`config.mk`:
```
export PLATFORM = sky130hd
export DESIGN_NAME = hcDirHome
export DESIGN_NICKNAME = d
export VERILOG_FILES = /design/src/rtl/hcDirPkg.sv /design/src/rtl/hcDirDp.sv /design/src/rtl/hcDirCtrl.sv /design/src/rtl/hcDirHome.sv
export SDC_FILE = /design/constraint.sdc
export NUM_CORES = 1
export LEC_CHECK = 0
export ABC_CLOCK_PERIOD_IN_PS = 10850
export CAP_MARGIN = 20
export CORE_UTILIZATION = 35
export CTS_CLUSTER_DIAMETER = 80
export DETAILED_ROUTE_END_ITERATION = 6
export DONT_BUFFER_PORTS = 1
export GPL_TIMING_DRIVEN = 0
export SETUP_SLACK_MARGIN = 0.02
export SLEW_MARGIN = 40
export SYNTH_ARGS = -nofsm -noshare
export SYNTH_HDL_FRONTEND = slang
export SYNTH_HIERARCHICAL = 1
export SYNTH_SLANG_ARGS = --single-unit
export TNS_END_PERCENT = 20
```
`constraint.sdc`:
```
create_clock -name clk -period 10.85 [get_ports clk]
set_clock_uncertainty 0.2 [all_clocks]
set_input_delay 2.17 -clock clk [delete_from_list [all_inputs] [get_ports clk]]
set_output_delay 2.17 -clock clk [all_outputs]
set_load 0.05 [all_outputs]
```
`src/rtl/hcDirPkg.sv`:
```
package hcDirPkg;
  typedef enum logic [1:0] {
    DIR_UNC = 2'd0,
    DIR_SHR = 2'd1,
    DIR_MOD = 2'd2
  } dirState_e;

  typedef enum logic [2:0] {
    MSG_DATA     = 3'd0,
    MSG_GRANT    = 3'd1,
    MSG_NACK     = 3'd2,
    MSG_INV      = 3'd3,
    MSG_FETCH    = 3'd4,
    MSG_FETCHINV = 3'd5
  } msgType_e;

  // One-cycle strobes from control to datapath
  typedef struct packed {
    logic nack;
    logic readDirect;
    logic writeDirect;
    logic ownerHit;
    logic invStart;
    logic fetchStart;
    logic ackDec;
    logic ackDone;
    logic wbDone;
    logic evict;
  } dirStrobe_t;
endpackage

```
`src/rtl/hcDirDp.sv`:
```
module hcDirDp
  import hcDirPkg::*;
#(
  parameter int NODES  = 4,
  parameter int LINES  = 8,
  parameter int DATA_W = 8,
  localparam int NODE_W = $clog2(NODES),
  localparam int LINE_W = $clog2(LINES),
  localparam int CNT_W  = $clog2(NODES + 1)
) (
  input  logic              clk,
  input  logic              rstN,
  input  dirStrobe_t        stb,
  input  logic              reqWrite,
  input  logic [NODE_W-1:0] reqSrc,
  input  logic [LINE_W-1:0] reqLine,
  input  logic [NODE_W-1:0] rspSrc,
  input  logic [LINE_W-1:0] rspLine,
  input  logic [DATA_W-1:0] rspData,
  output dirState_e         rqState,
  output logic [NODES-1:0]  rqShr,
  output logic [NODE_W-1:0] rqOwn,
  output logic              rqBusy,
  output dirState_e         rsState,
  output logic [NODE_W-1:0] rsOwn,
  output logic              rsBusy,
  output logic [CNT_W-1:0]  rsCnt,
  output logic              rsWaitWb,
  output logic              outValid,
  output msgType_e          outType,
  output logic [NODES-1:0]  outDst,
  output logic [LINE_W-1:0] outLine,
  output logic [DATA_W-1:0] outData,
  output logic              cplValid,
  output msgType_e          cplType,
  output logic [NODES-1:0]  cplDst,
  output logic [LINE_W-1:0] cplLine,
  output logic [DATA_W-1:0] cplData
);
  localparam logic [NODES-1:0] ONE_HOT0 = NODES'(1);

  dirState_e         stateQ   [LINES];
  logic [NODES-1:0]  shrQ     [LINES];
  logic [NODE_W-1:0] ownQ     [LINES];
  logic              busyQ    [LINES];
  logic [CNT_W-1:0]  cntQ     [LINES];
  logic              waitWbQ  [LINES];
  logic [NODE_W-1:0] pendSrcQ [LINES];
  logic              pendWrQ  [LINES];
  logic [DATA_W-1:0] memQ     [LINES];

  function automatic logic [CNT_W-1:0] popCnt(input logic [NODES-1:0] v);
    logic [CNT_W-1:0] c;
    c = '0;
    for (int k = 0; k < NODES; k++) c = c + CNT_W'(v[k]);
    return c;
  endfunction

  logic [NODES-1:0] srcBit, others, pendBit, ownBit;
  logic [NODE_W-1:0] rsPend;

  assign rqState  = stateQ[reqLine];
  assign rqShr    = shrQ[reqLine];
  assign rqOwn    = ownQ[reqLine];
  assign rqBusy   = busyQ[reqLine];
  assign rsState  = stateQ[rspLine];
  assign rsOwn    = ownQ[rspLine];
  assign rsBusy   = busyQ[rspLine];
  assign rsCnt    = cntQ[rspLine];
  assign rsWaitWb = waitWbQ[rspLine];
  assign rsPend   = pendSrcQ[rspLine];
  assign srcBit   = ONE_HOT0 << reqSrc;
  assign others   = rqShr & ~srcBit;
  assign pendBit  = ONE_HOT0 << rsPend;
  assign ownBit   = ONE_HOT0 << rsOwn;

  always_ff @(posedge clk) begin
    if (!rstN) begin
      for (int i = 0; i < LINES; i++) begin
        stateQ[i]   <= DIR_UNC;
        shrQ[i]     <= '0;
        ownQ[i]     <= '0;
        busyQ[i]    <= 1'b0;
        cntQ[i]     <= '0;
        waitWbQ[i]  <= 1'b0;
        pendSrcQ[i] <= '0;
        pendWrQ[i]  <= 1'b0;
        memQ[i]     <= DATA_W'(i);
      end
      outValid <= 1'b0;
      outType  <= MSG_DATA;
      outDst   <= '0;
      outLine  <= '0;
      outData  <= '0;
      cplValid <= 1'b0;
      cplType  <= MSG_DATA;
      cplDst   <= '0;
      cplLine  <= '0;
      cplData  <= '0;
    end else begin
      // request-reply channel
      outValid <= stb.nack | stb.readDirect | stb.writeDirect | stb.ownerHit |
                  stb.invStart | stb.fetchStart;
      outLine  <= reqLine;
      outDst   <= srcBit;
      outData  <= '0;
      outType  <= MSG_NACK;
      if (stb.readDirect) begin
        stateQ[reqLine] <= DIR_SHR;
        shrQ[reqLine]   <= rqShr | srcBit;
        outType         <= MSG_DATA;
        outData         <= memQ[reqLine];
      end
      if (stb.writeDirect) begin
        stateQ[reqLine] <= DIR_MOD;
        shrQ[reqLine]   <= srcBit;
        ownQ[reqLine]   <= reqSrc;
        outType         <= MSG_GRANT;
        outData         <= memQ[reqLine];
      end
      if (stb.ownerHit) begin
        outType <= MSG_GRANT;
        outData <= memQ[reqLine];
      end
      if (stb.invStart || stb.fetchStart) begin
        busyQ[reqLine]    <= 1'b1;
        pendSrcQ[reqLine] <= reqSrc;
        pendWrQ[reqLine]  <= reqWrite | stb.invStart;
        waitWbQ[reqLine]  <= stb.fetchStart;
        cntQ[reqLine]     <= stb.invStart ? popCnt(others) : '0;
      end
      if (stb.invStart) begin
        outType <= MSG_INV;
        outDst  <= others;
      end
      if (stb.fetchStart) begin
        outType <= reqWrite ? MSG_FETCHINV : MSG_FETCH;
        outDst  <= ONE_HOT0 << rqOwn;
      end

      // completion channel
      cplValid <= stb.ackDone | stb.wbDone;
      cplLine  <= rspLine;
      cplDst   <= pendBit;
      cplType  <= MSG_GRANT;
      cplData  <= memQ[rspLine];
      if (stb.ackDec) cntQ[rspLine] <= rsCnt - CNT_W'(1);
      if (stb.ackDone || stb.wbDone) begin
        busyQ[rspLine]   <= 1'b0;
        waitWbQ[rspLine] <= 1'b0;
        cntQ[rspLine]    <= '0;
      end
      if (stb.ackDone || (stb.wbDone && pendWrQ[rspLine])) begin
        stateQ[rspLine] <= DIR_MOD;
        shrQ[rspLine]   <= pendBit;
        ownQ[rspLine]   <= rsPend;
      end
      if (stb.wbDone) begin
        memQ[rspLine] <= rspData;
        cplData       <= rspData;
        if (!pendWrQ[rspLine]) begin
          stateQ[rspLine] <= DIR_SHR;
          shrQ[rspLine]   <= ownBit | pendBit;
          cplType         <= MSG_DATA;
        end
      end
      if (stb.evict) begin
        memQ[rspLine]   <= rspData;
        stateQ[rspLine] <= DIR_UNC;
        shrQ[rspLine]   <= '0;
      end
    end
  end
endmodule

```
`src/rtl/hcDirCtrl.sv`:
```
module hcDirCtrl
  import hcDirPkg::*;
#(
  parameter int NODES = 4,
  parameter int LINES = 8,
  localparam int NODE_W = $clog2(NODES),
  localparam int LINE_W = $clog2(LINES),
  localparam int CNT_W  = $clog2(NODES + 1)
) (
  input  logic              reqValid,
  input  logic              reqWrite,
  input  logic [NODE_W-1:0] reqSrc,
  input  logic [LINE_W-1:0] reqLine,
  input  logic              rspValid,
  input  logic              rspWb,
  input  logic [NODE_W-1:0] rspSrc,
  input  logic [LINE_W-1:0] rspLine,
  input  dirState_e         rqState,
  input  logic [NODES-1:0]  rqShr,
  input  logic [NODE_W-1:0] rqOwn,
  input  logic              rqBusy,
  input  dirState_e         rsState,
  input  logic [NODE_W-1:0] rsOwn,
  input  logic              rsBusy,
  input  logic [CNT_W-1:0]  rsCnt,
  input  logic              rsWaitWb,
  output dirStrobe_t        stb
);
  logic othersZero;
  assign othersZero = (rqShr & ~(NODES'(1) << reqSrc)) == '0;

  always_comb begin
    stb = '0;
    if (rspValid) begin
      if (rsBusy) begin
        if (!rspWb && !rsWaitWb) begin
          if (rsCnt == CNT_W'(1)) stb.ackDone = 1'b1;
          else stb.ackDec = 1'b1;
        end else if (rspWb && rsWaitWb && rspSrc == rsOwn) begin
          stb.wbDone = 1'b1;
        end
      end else if (rspWb && rsState == DIR_MOD && rspSrc == rsOwn) begin
        stb.evict = 1'b1;
      end
    end
    if (reqValid) begin
      if (rqBusy || (stb.evict && rspLine == reqLine)) stb.nack = 1'b1;
      else if (rqState == DIR_MOD) begin
        if (rqOwn == reqSrc) stb.ownerHit = 1'b1;
        else stb.fetchStart = 1'b1;
      end else if (!reqWrite) stb.readDirect = 1'b1;
      else if (othersZero) stb.writeDirect = 1'b1;
      else stb.invStart = 1'b1;
    end
  end
endmodule

```
`src/rtl/hcDirHome.sv`:
```
module hcDirHome
  import hcDirPkg::*;
#(
  parameter int NODES  = 4,
  parameter int LINES  = 8,
  parameter int DATA_W = 8,
  localparam int NODE_W = $clog2(NODES),
  localparam int LINE_W = $clog2(LINES),
  localparam int CNT_W  = $clog2(NODES + 1)
) (
  input  logic              clk,
  input  logic              rstN,
  input  logic              reqValid,
  input  logic              reqWrite,
  input  logic [NODE_W-1:0] reqSrc,
  input  logic [LINE_W-1:0] reqLine,
  input  logic              rspValid,
  input  logic              rspWb,
  input  logic [NODE_W-1:0] rspSrc,
  input  logic [LINE_W-1:0] rspLine,
  input  logic [DATA_W-1:0] rspData,
  output logic              outValid,
  output logic [2:0]        outType,
  output logic [NODES-1:0]  outDst,
  output logic [LINE_W-1:0] outLine,
  output logic [DATA_W-1:0] outData,
  output logic              cplValid,
  output logic [2:0]        cplType,
  output logic [NODES-1:0]  cplDst,
  output logic [LINE_W-1:0] cplLine,
  output logic [DATA_W-1:0] cplData
);
  dirStrobe_t        stb;
  dirState_e         rqState, rsState;
  logic [NODES-1:0]  rqShr;
  logic [NODE_W-1:0] rqOwn, rsOwn;
  logic              rqBusy, rsBusy, rsWaitWb;
  logic [CNT_W-1:0]  rsCnt;
  msgType_e          outTypeE, cplTypeE;

  assign outType = outTypeE;
  assign cplType = cplTypeE;

  hcDirCtrl #(.NODES(NODES), .LINES(LINES)) u_ctrl (
    .reqValid(reqValid), .reqWrite(reqWrite), .reqSrc(reqSrc), .reqLine(reqLine),
    .rspValid(rspValid), .rspWb(rspWb), .rspSrc(rspSrc), .rspLine(rspLine),
    .rqState(rqState), .rqShr(rqShr), .rqOwn(rqOwn), .rqBusy(rqBusy),
    .rsState(rsState), .rsOwn(rsOwn), .rsBusy(rsBusy), .rsCnt(rsCnt),
    .rsWaitWb(rsWaitWb), .stb(stb)
  );

  hcDirDp #(.NODES(NODES), .LINES(LINES), .DATA_W(DATA_W)) u_dp (
    .clk(clk), .rstN(rstN), .stb(stb), .reqWrite(reqWrite), .reqSrc(reqSrc),
    .reqLine(reqLine), .rspSrc(rspSrc), .rspLine(rspLine), .rspData(rspData),
    .rqState(rqState), .rqShr(rqShr), .rqOwn(rqOwn), .rqBusy(rqBusy),
    .rsState(rsState), .rsOwn(rsOwn), .rsBusy(rsBusy), .rsCnt(rsCnt),
    .rsWaitWb(rsWaitWb),
    .outValid(outValid), .outType(outTypeE), .outDst(outDst), .outLine(outLine),
    .outData(outData), .cplValid(cplValid), .cplType(cplTypeE), .cplDst(cplDst),
    .cplLine(cplLine), .cplData(cplData)
  );
endmodule

```
---- After elaboration in Yosys (flattened, before gate mapping) ----
Memories as Yosys holds them, arrays and structs flattened. A register that Yosys moved wholly into a read port is not among the register bits.
Cells that the tools add are included.
word-level totals
  bits in writable memories ............... 192
  memories ................................ 9
  input port bits ......................... 24
  register bits after elaboration ......... 39
  word-level logic and storage cells ...... 205
memories
  memory         depth  width  read ports  clocked after memory_dff  write ports  line           text
  u_dp.memQ      8      8      2           1                         8            hcDirDp.sv:50  logic [DATA_W-1:0] memQ [LINES];
  u_dp.shrQ      8      4      1           0                         8            hcDirDp.sv:43  logic [NODES-1:0] shrQ [LINES];
  u_dp.cntQ      8      3      1           0                         8            hcDirDp.sv:46  logic [CNT_W-1:0] cntQ [LINES];
  u_dp.ownQ      8      2      2           0                         8            hcDirDp.sv:44  logic [NODE_W-1:0] ownQ [LINES];
  u_dp.pendSrcQ  8      2      1           0                         8            hcDirDp.sv:48  logic [NODE_W-1:0] pendSrcQ [LINES];
  u_dp.stateQ    8      2      2           0                         8            hcDirDp.sv:42  dirState_e stateQ [LINES];
  +3 memories    --     --     --          --                        --           --
operators by class
  mux-type cells .......................... 120
  bitwise logic cells ..................... 19
  shift-type cells ........................ 4
  equality and inequality tests ........... 6
  reductions and logical operators ........ 31
  add/sub/neg operators ................... 4
operators by type and width
  operator             count
  $mux 1               69
  $mux 3               21
  $mux 8               6
  $mux 4               8
  $mux 2               14
  $shl 1x2->4 const A  4
  $or 1x1->1           15
  $reduce_or 2->1      5
  $or 4x4->4           2
  $reduce_or 4->1      2
  $reduce_or 8->1      1
  $logic_and 1x1->1    7
  $add 3x1->3          2
  $mux 6               1
  $reduce_or 3->1      2
  $mux 5               1
  $reduce_or 1->1      5
  $and 4x4->4          1
  $eq 2x2->1           2
  $eq 2x2->1 const B   2
  $logic_not 4->1      1
  $logic_or 1x1->1     4
  $not 4->4            1
  $eq 3x1->1 const B   1
  other kinds (5)      7

---- Logic depth before layout (Yosys ltp) ----
An unclocked memory read counts as a cell.
  depth after elaboration ................. 17
  gate-level depth with buffers ........... 17

---- Hierarchy ----
The synthesis kept the hierarchy.
by module, submodules not included
  module     cells each  seq. area each (µm²)  instances  area each (µm²)
  hcDirDp    1036        6426.2                1          11654.9
  hcDirCtrl  37          0.0                   1          264.0

---- Least setup slack after synthesis ----
OpenSTA, ideal clock, no wires.
  kind .................................... input port to flip-flop
  from .................................... input port rspLine[1]
  to ...................................... memory u_dp/cntQ[0][0] (netlist bit) (enable)
  path slack .............................. 5.003 ns
  arrival time ............................ 5.339 ns
  library setup time ...................... 0.308 ns
  cell stages on the path ................. 15
  path buffers ............................ 5
  path through ............................ buf_2 -> buf_2 -> buf_2 -> nor3_1 -> buf_2 -> a22oi_1 -> nand4_1 -> nand4bb_1 -> nor4b_4 -> nor3b_1 -> clkinv_1 -> a21oi_1 -> clkbuf_1 -> nand2_1 -> nand3_1
RTL lines
  what             line             text
  start, declared  hcDirHome.sv:20  input logic [LINE_W-1:0] rspLine,
  end, declared    hcDirDp.sv:46

==> impl_metrics.py <==
metrics = {
    "status": {
        "run_status": "finished, final reports clean",
    },
    "setup_path": {
        "arrival_ps": 7370,
        "rr_worst_depth": 12,
        "r2r_end": "u_dp/cntQ[3][0]",
        "crit_path_start": "rspLine[1]",
        "reg2reg_slack_ps": 5920,
        "critPathRequiredTime_ps": 10890,
        "crit_type": "primary input to flip-flop",
        "r2r-start": "u_dp/ownQ[7][1]",
        "cp-end-kind": "flip-flop",
        "crit_path_max_fanout": 10,
        "cp-start-kind": "primary input",
        "setup.worst_path.end": "u_dp/cntQ[3][0]",
    },
    "grt": {
        "antenna_found_initial": 0,
        "grt_usage": 0.236,
        "first_global_vias": 9564,
        "overflow": 0,
        "grt_pass1_wl_mm": 61.5,
        "grt_max_degree": 15,
    },
    "floorplan": {
        "pin_count": 62,
        "floorplan.initialDensity": 0.355,
        "die_x_um": 187,
        "fp.dieH_um": 187,
        "core_um2": 33500,
        "die_area_um2": 34800,
        "num_rows": 67,
    },
    "yosys": {
        "ys_seq_area_frac": 0.539,
        "synth_top_area_frac": 0.423,
        "synth-main-ff-cell": "edfxtp_1",
        "synthTopCellsByArea": "edfxtp_1 42%, dfxtp_1 12%, a22oi_1 6.0%",
        "synth_cells": 1073,
        "synth_edf_count": 168,
        "synth_compound_area_frac": 0.153,
        "synthXorXnorAreaFrac": 0.00514,
        "synth_warnings": 6,
        "yosysTopAreaCell": "edfxtp_1",
        "postSynth.asyncResetShare": 0,
        "syn_area_um2": 11900,
        "synth_mux_area_frac": 0.0744,
        "synth_top_family_by_area": "simple AND/OR/NAND/NOR gates",
        "avgSynthCellArea_um2": 11.1,
        "ys_types": 75,
        "synth_seq_cells": 237,
        "yosys.area_share.simple": 0.185,
        "synth_fa_ha_area_frac": 0.00483,
    },
    "place": {
        "gp_congestion": 0.963,
        "pre_cts_slack_ps": 2990,
        "place_hpwl_mm": 29.3,
        "numPortBuffers": 0,
        "placed_cell_area_um2": 12600,
    },
    "cts": {
        "hold_buffers": 0,
        "cts_sinks": 237,
        "cts_root_buffer": "clkbuf_16",
        "insertion_delay_ps": 560,
        "cts_buffer_depth": 3,
        "post_cts_buffers": 0,
        "cts.clk_slew.worst_paths_ps": 60,
        "post_cts_resized": 0,
        "cts_buffers": 28,
        "cts_max_level": 1,
        "cts_tree": "yes",
    },
    "sta": {
        "fin_crit_ps": 7330,
        "setup_ws_ps": 3520,
        "tightest_slew_ps": 927,
        "rsz0062_at_grt": "no",
        "drv_slew": 0,
        "maxSlewHeadroom": 0.382,
        "setup_viol": 0,
        "max_freq_mhz": 136,
        "totalNegativeSetupSlack_ps": 0,
        "post-route-period-util": 0.676,
        "hold_viol_final": 0,
    },
    "drt": {
        "detail-route-antenna-nets": 0,
        "routed_wl_mm": 42.1,
        "post_drt_wl_per_cell_um": 26.7,
        "drt-initial-drc-count": 1300,
        "num_vias": 9749,
        "drc_errors": 0,
        "dr.pass1.iters": 6,
        "viasPerCell": 6.19,
    },
    "layout": {
        "layout.nets": 1135,
        "area_delta_synth_final_pct": 14.0,
        "final_cell_area_um2": 13600,
        "drive_gt1_frac": 0.137,
        "fill_cells": 3245,
        "antenna_cells": 0,
    },
    "power": {
        "ir_drop_mv": 0.110,
        "cellLeakagePower_nw": 5.01,
        "cellPowerDensity_nw_per_um2": 169,
    },
    "flow_run": {
        "maxCapViolations": 0,
    },
    "worst_hold_path": {
        "hold_class": "flip-flop to flip-flop",
    },
}
[sequential cells by signal, summed over array words and instances (netlist names), 16 cells and up, named ones only]
name and cells:
u_dp/cntQ 24, u_dp/memQ 64, u_dp/ownQ 16, u_dp/pendSrcQ 16, u_dp/shrQ 32, u_dp/stateQ 16
[layout by cell type, fill, tap and decap left out, drive strengths merged, types with 17 or more instances in the layout]
cell      n
mux4     17
nor2     37
a21oi    19
and3     55
nand3    73
nor3     20
edfxtp  168
o21ai    51
and2     38
mux2     23
a22oi    98
clkbuf   83
nand2b   23
nand2   111
o22ai    41
buf      31
dfxtp    69
mux2i    23
[power by group]
| part | leakage [nW] | internal, W | switching (W) |
|---|---|---|---|
| clock network | 0.492 | 0.000646 | 0.000390 |
| registers | 2.26 | 0.00100 | 0.0000380 |
| logic | 2.26 | 0.0000641 | 0.000159 |
| total | 5.01 | 0.00171 | 0.000587 |
[metal layers]
metal | vias to the layer above | track usage | wire length [µm]
met5 | - | 0.00137 | 0
met4 | 0 | 0.112 | 1990
met3 | 146 | 0.0491 | 4390
met2 | 668 | 0.373 | 19200
met1 | 4735 | 0.309 | 16500
li1 | 4200 | - | -
[cell families (layout without fill, tap and decap cells)]
kind of cell	Yosys count	in the layout
simple gates	408	408
flops	237	237
mux	63	63
compound gates	256	256
buf+inv	97	151
fa+ha+maj	4	4
xor+xnor	7	7
other cells	1	2
[synth_stat cells (all sizes together), types with 16 or more instances]
master,n
o21ai,51
nor3,20
a22oi,98
nand3,73
mux4,17
a41oi,16
buf,28
mux2,23
nand2,111
nor2,37
a21oi,19
mux2i,23
and3,55
clkbuf,54
and2,38
nand2b,23
edfxtp,168
o22ai,41
dfxtp,69
[area by class of cell]
cell class	count	area, µm²	area share
flip-flops and latches	237	6430	0.473
repair buffers	3	22.5	0.00166
clock inverters	22	314	0.0231
clock buffers	29	714	0.0526
multi-input cells	740	5110	0.376
plain buffers	82	389	0.0286
inverters	15	58.8	0.00433
well taps	448	561	0.0412
[how the worst min path moves through the flow]
stage                         start         endpoint  cells past startpoint
floorplan           u_dp/pendWrQ[1]  u_dp/pendWrQ[1]                      2
global placement    u_dp/pendWrQ[7]  u_dp/pendWrQ[7]                      2
detailed placement  u_dp/pendWrQ[1]  u_dp/pendWrQ[1]                      2
CTS                   u_dp/busyQ[2]    u_dp/busyQ[2]                      2
global route        u_dp/pendWrQ[3]  u_dp/pendWrQ[3]                      2
finish              u_dp/pendWrQ[0]  u_dp/pendWrQ[0]                      2
[critical path, stage by stage]
cell and delay, ps:
buf_2 220, buf_2 340, buf_2 330, nand2_1 180, nor2_1 230, clkbuf_1 690
a22oi_1 210, nand4_1 210, nand4bb_1 260, nor4b_4 110, nor3b_1 410, clkinv_1 340
a21oi_1 630, clkbuf_1 390, nand2_1 350, nand3_1 280
[stage by stage]
stage	hold slack [ps]	std cells	total power (W)	util
global route	306	1576	0.00236	0.405
global placement	258	1522	0.00127	0.372
detailed placement	269	1525	0.00127	0.375
finish	283	1576	0.00230	0.405
CTS	285	1576	0.00231	0.405
floorplan	248	1074	0.00120	-
(Power assumes the default switching activity.)
